$ cat config.mk
export PLATFORM = sky130hd
export DESIGN_NAME = rst_cause_status
export DESIGN_NICKNAME = d
export VERILOG_FILES = /design/src/rtl/rcs_pkg.sv /design/src/rtl/rcs_ctrl.sv /design/src/rtl/rcs_dp.sv /design/src/rtl/rst_cause_status.sv
export SDC_FILE = /design/constraint.sdc
export NUM_CORES = 1
export LEC_CHECK = 0
export CAP_MARGIN = 25
export CELL_PAD_IN_SITES_DETAIL_PLACEMENT = 2
export CELL_PAD_IN_SITES_GLOBAL_PLACEMENT = 2
export CORE_MARGIN = 8
export CORE_UTILIZATION = 14
export CTS_CLUSTER_DIAMETER = 50
export DETAILED_ROUTE_END_ITERATION = 8
export PLACE_DENSITY_LB_ADDON = 0.1
export SLEW_MARGIN = 5
export SYNTH_ARGS = -nofsm -noshare
export SYNTH_HDL_FRONTEND = slang
export SYNTH_SLANG_ARGS = --single-unit
$ cat constraint.sdc
create_clock -name clk -period 2.6 [get_ports clk]
set_clock_uncertainty 0.2 [all_clocks]
set_input_delay 0.39 -clock clk [delete_from_list [all_inputs] [get_ports clk]]
set_output_delay 0.39 -clock clk [all_outputs]
set_load 0.05 [all_outputs]
$ cat src/rtl/rcs_pkg.sv
package rcs_pkg;

  typedef enum logic [1:0] {
    CAUSE_EXT = 2'b00,
    CAUSE_SW  = 2'b01,
    CAUSE_WDG = 2'b10,
    CAUSE_LVD = 2'b11
  } cause_e;

  // Strobes from control to datapath, one set per cycle
  typedef struct packed {
    logic   loadCause;  // reset request: reload whole image
    cause_e cause;      // cause code to load
    logic   setStop;    // stop flag becomes visible
    logic   clrStop;    // software clears stop flag
    logic   wrCtl;      // software write to the read/write bit
    logic   ctlVal;     // value for that bit
  } ctlStrobes_t;

endpackage

$ cat src/rtl/rcs_ctrl.sv
module rcs_ctrl
  import rcs_pkg::*;
#(
  parameter int DATA_W   = 8,
  parameter int STOP_BIT = 7,
  parameter int CTL_BIT  = 3
) (
  input  logic              clk,
  input  logic              porN,
  input  logic              extRstReq,
  input  logic              swHaltReq,
  input  logic              wdgRstReq,
  input  logic              lvdRstReq,
  input  logic              stopEntry,
  input  logic              instrEnd,
  input  logic              rdSel,
  input  logic              wrEn,
  input  logic [DATA_W-1:0] wrData,
  output ctlStrobes_t       strobes
);

  logic   anyReq;
  logic   wrHit;
  logic   stopPending;
  cause_e causeSel;
  logic   unusedWrBits;

  assign anyReq = extRstReq | swHaltReq | wdgRstReq | lvdRstReq;
  assign wrHit  = rdSel & wrEn & ~anyReq;
  assign unusedWrBits = ^wrData;

  // Fixed priority: low-voltage > watchdog > software > external
  always_comb begin
    if (lvdRstReq)      causeSel = CAUSE_LVD;
    else if (wdgRstReq) causeSel = CAUSE_WDG;
    else if (swHaltReq) causeSel = CAUSE_SW;
    else                causeSel = CAUSE_EXT;
  end

  // Stop entry waits here until the instruction completes
  always_ff @(posedge clk or negedge porN) begin
    if (!porN)          stopPending <= 1'b0;
    else if (anyReq)    stopPending <= 1'b0;
    else if (instrEnd)  stopPending <= 1'b0;
    else if (stopEntry) stopPending <= 1'b1;
  end

  always_comb begin
    strobes.loadCause = anyReq;
    strobes.cause     = causeSel;
    strobes.setStop   = ~anyReq & instrEnd & (stopPending | stopEntry);
    strobes.clrStop   = wrHit & ~wrData[STOP_BIT];
    strobes.wrCtl     = wrHit;
    strobes.ctlVal    = wrData[CTL_BIT];
  end

  // an instruction boundary always consumes the pending stop
  assert_pending_consumed_R6: assert property (@(posedge clk) disable iff (!porN)
    instrEnd |=> !stopPending);

  // a reset request drops any pending stop
  assert_reset_drops_pending_R9: assert property (@(posedge clk) disable iff (!porN)
    anyReq |=> !stopPending);

endmodule

$ cat src/rtl/rcs_dp.sv
module rcs_dp
  import rcs_pkg::*;
#(
  parameter int DATA_W    = 8,
  parameter int STOP_BIT  = 7,
  parameter int CAUSE_LSB = 5,
  parameter int CTL_BIT   = 3
) (
  input  logic              clk,
  input  logic              porN,
  input  ctlStrobes_t       strobes,
  input  logic              rdSel,
  output logic [DATA_W-1:0] rdData
);

  localparam int CAUSE_W = 2;

  logic              stopFlag;
  cause_e            causeBits;
  logic              ctlBit;
  logic [DATA_W-1:0] regImage;

  always_ff @(posedge clk or negedge porN) begin
    if (!porN) begin
      stopFlag  <= 1'b0;
      causeBits <= CAUSE_EXT;
      ctlBit    <= 1'b1;
    end else if (strobes.loadCause) begin
      stopFlag  <= 1'b0;
      causeBits <= strobes.cause;
      ctlBit    <= 1'b1;
    end else begin
      if (strobes.setStop)      stopFlag <= 1'b1;
      else if (strobes.clrStop) stopFlag <= 1'b0;
      if (strobes.wrCtl)        ctlBit   <= strobes.ctlVal;
    end
  end

  // Assemble the image; reserved positions read zero
  always_comb begin
    regImage = '0;
    regImage[STOP_BIT] = stopFlag;
    regImage[CAUSE_LSB +: CAUSE_W] = causeBits;
    regImage[CTL_BIT] = ctlBit;
  end

  assign rdData = rdSel ? regImage : '0;

  // a reset request loads the selected cause code
  assert_cause_loaded_R2: assert property (@(posedge clk) disable iff (!porN)
    strobes.loadCause |=> causeBits == $past(strobes.cause));

  // the cause bits are read-only between reset requests
  assert_cause_readonly_R4: assert property (@(posedge clk) disable iff (!porN)
    !strobes.loadCause |=> $stable(causeBits));

  // the read/write bit comes out of a reset request as 1
  assert_ctl_after_load_R5: assert property (@(posedge clk) disable iff (!porN)
    strobes.loadCause |=> ctlBit);

  // the stop flag only rises on a set strobe
  assert_stop_rise_R6: assert property (@(posedge clk) disable iff (!porN)
    $rose(stopFlag) |-> $past(strobes.setStop));

  // a set wins over a same-cycle clear
  assert_set_beats_clear_R7: assert property (@(posedge clk) disable iff (!porN)
    strobes.setStop |=> stopFlag);

endmodule

$ cat src/rtl/rst_cause_status.sv
module rst_cause_status
  import rcs_pkg::*;
#(
  parameter int DATA_W    = 8,
  parameter int STOP_BIT  = 7,
  parameter int CAUSE_LSB = 5,
  parameter int CTL_BIT   = 3
) (
  input  logic              clk,
  input  logic              porN,
  input  logic              extRstReq,
  input  logic              swHaltReq,
  input  logic              wdgRstReq,
  input  logic              lvdRstReq,
  input  logic              stopEntry,
  input  logic              instrEnd,
  input  logic              rdSel,
  input  logic              wrEn,
  input  logic [DATA_W-1:0] wrData,
  output logic [DATA_W-1:0] rdData
);

  ctlStrobes_t strobes;

  rcs_ctrl #(
    .DATA_W(DATA_W), .STOP_BIT(STOP_BIT), .CTL_BIT(CTL_BIT)
  ) i_ctrl (
    .clk(clk), .porN(porN),
    .extRstReq(extRstReq), .swHaltReq(swHaltReq),
    .wdgRstReq(wdgRstReq), .lvdRstReq(lvdRstReq),
    .stopEntry(stopEntry), .instrEnd(instrEnd),
    .rdSel(rdSel), .wrEn(wrEn), .wrData(wrData),
    .strobes(strobes)
  );

  rcs_dp #(
    .DATA_W(DATA_W), .STOP_BIT(STOP_BIT), .CAUSE_LSB(CAUSE_LSB), .CTL_BIT(CTL_BIT)
  ) i_dp (
    .clk(clk), .porN(porN), .strobes(strobes),
    .rdSel(rdSel), .rdData(rdData)
  );

  // an unselected port reads zero
  assert_idle_zero_R8: assert property (@(posedge clk) disable iff (!porN)
    !rdSel |-> rdData == '0);

endmodule

==> results.ini <==
[worst_setup_path]
worstSetupPathType = input pin to output pin
worst_setup_path_start_kind = input pin
cp.required_ns = 2.01
crit_slowest_cell = clkdlybuf4s50_1
critPathCaptureType = output pin
worstPathArrival_ns = 1.26
worst-path-buf-inv = 2
crit_path_max_fanout = 5
crit_chain = clkdlybuf4s50_1 -> and2_2 -> buf_4
path_delay_family = buffers and inverters
critPathMaxStageDelay_ns = 0.53

[yosys]
synthesis.area_per_instance_um2 = 9.26
synth_cell_type_count = 15
yosysSeqAreaShare_pct = 45.5
ys_ff_latch = 5
syn_inst = 30
syn_area_um2 = 278
yosysWarnings = 0

[clock_tree]
numCtsBuffers = 3
cts.htree.levels = 1
insertion_delay_ns = 0.23
root_buffer = clkbuf_4
clockBufferDepth = 2
clock-sinks = 5
hold_buffers = 0
post-cts-setup-buffer-count = 0
cts_resized = 0
cts_tree = done
clk_pin_slew_ns = 0.04

[power]
power.total_uw = 228
peakVddDrop_mv = 0.104
p_per_area_mw_per_mm2 = 497
static-leakage-power_nw = 0.197

[layout]
nNetsFinal = 67
n_antenna_cell = 0
nFillCells = 241
drive_gt1_share_pct = 31.3
area_delta_synth_final_pct = 65.3
fin_cells = 75

[grt]
grt_pass1_wl_um = 1320
grt_usage_pct = 4.95
antenna_found_initial = 0
grt_overflow = 0
grt_pass1_vias = 274
grt_start_max_net_pins = 6

[min_path]
hold_path_class = input pin to async pin

[drt]
post_drt_wl_per_cell_um = 10.7
remaining_drc_errors = 0
dr.first_iter.drc_count = 2
ant_nets = 0
routed_wl_um = 806
via_count = 254
vias_per_cell = 3.39
first_pass_iters = 2

[run]
maxCapViolCount = 0

[die]
die_w_um = 60.5
die_h_um = 60.5
initial_core_util_pct = 14.5
core_mm2 = 0.00192
rows = 16
fp.dieArea_mm2 = 0.00367
io_pins = 26

[timing]
fmaxAchievable_mhz = 539
final.min_clock_period_ns = 1.85
finalMaxSlewViolations = 0
hold_viol_final = 0
rsz0062_at_grt = false
finalSetupViolations = 0
final.setup.tns_ns = 0
fin_hold_ws_ns = 0.181
post-route-period-util_pct = 71.3

[place]
dp_hpwl_um = 746
numPortBuffers = 15
dp.cells = 71
gp_congestion = 0.652

[run_status]
status = finished, final reports clean

[final cells by class]
cell class,instances,area (um2),share of cell area (%)
clock buffers,4,26.3,5.72
inverters,1,3.75,0.817
multi-input cells,23,129,28.1
flip-flops and latches,5,126,27.5
well taps,27,33.8,7.36
repair buffers,15,140,30.5
[cell usage after synthesis]
cell      instances  area share [%]
nor2_2            2             4.5
a21oi_1           2             3.6
nand3_1           1             1.8
mux2i_1           1             3.6
conb_1            1             1.4
nand2_1           4             5.4
inv_1             1             1.4
and2_2            4              11
buf_4             4              11
nor3_2            1             3.6
dfrtp_1           4              36
dfstp_2           1             9.5
o21bai_1          1             2.7
nor2_1            1             1.4
o21ai_0           2             3.6
[metrics by stage]
stage,setup slack (ns),util [%],instance area [um2]
after detailed placement,0.736,22.5,433
final,0.746,23.9,459
after floorplan,1.22,-,289
after global routing,0.685,23.9,459
after CTS,0.729,23.9,459
after global placement,0.739,22.5,433
[metal layers]
metal	GRT usage (%)	share of wire (%)	wire, um
met1	4.57	36	289
met4	1.99	0	0
met3	4.66	21	166
met2	7.47	43	349
met5	0	0	0
[registers in the layout, summed over array words and instances, names as in the netlist]
name                count
i_dp.stopFlag           1
i_dp.causeBits          2
i_dp.ctlBit             1
i_ctrl.stopPending      1
[cells in the final DEF, fill, tap and decap left out]
cell type	instances
dfrtp_1	4
clkbuf_4	3
mux2i_1	1
o21ai_0	2
and2_2	4
nor2_2	2
buf_4	4
clkdlybuf4s50_1	11
o21bai_1	1
inv_1	1
clkbuf_1	1
dfstp_2	1
conb_1	4
nand2_1	4
a21oi_1	2
nor2_1	1
nor3_2	1
nand3_1	1
[report_power, final]
part | internal [mW] | total, mW | switching, mW
Sequential | 0.0806 | 0.0816 | 0.00105
Combinational | 0.0238 | 0.0600 | 0.0362
Clock | 0.0578 | 0.0867 | 0.0288
[worst paths after layout]
kind	from	end	slack, ns	cells past startpoint
max reg2reg	i_ctrl.stopPending$_DFFE_PN0P_	i_dp.stopFlag$_DFFE_PN0P_	1.65	2
max in group asynchronous	porN	i_dp.ctlBit$_DFFE_PN1P_	1.76	1
min in group clk	i_dp.causeBits[1]$_DFFE_PN0P_	i_dp.causeBits[1]$_DFFE_PN0P_	0.28	2
max	rdSel	rdData[6]	0.75	3
min reg2reg	i_dp.causeBits[1]$_DFFE_PN0P_	i_dp.causeBits[1]$_DFFE_PN0P_	0.28	2
min	porN	i_ctrl.stopPending$_DFFE_PN0P_	0.18	1
[cell families (layout without fill, tap and decap cells)]
kind of cell           after synthesis  after routing  share of synthesized area, %
other                                1              4                          1.35
multiplexers                         1              1                          3.60
AND/OR/NAND/NOR                     13             13                          27.5
AO/OA/AOI/OAI                        5              5                          9.91
flip-flops                           5              5                          45.5
buffers and inverters                5             20                          12.2
[worst reg2reg max path, cell delays in order (launching register included)]
cell	delay, ns
dfrtp_1	0.37
o21ai_0	0.17
a21oi_1	0.08
(Power assumes the default switching activity.)
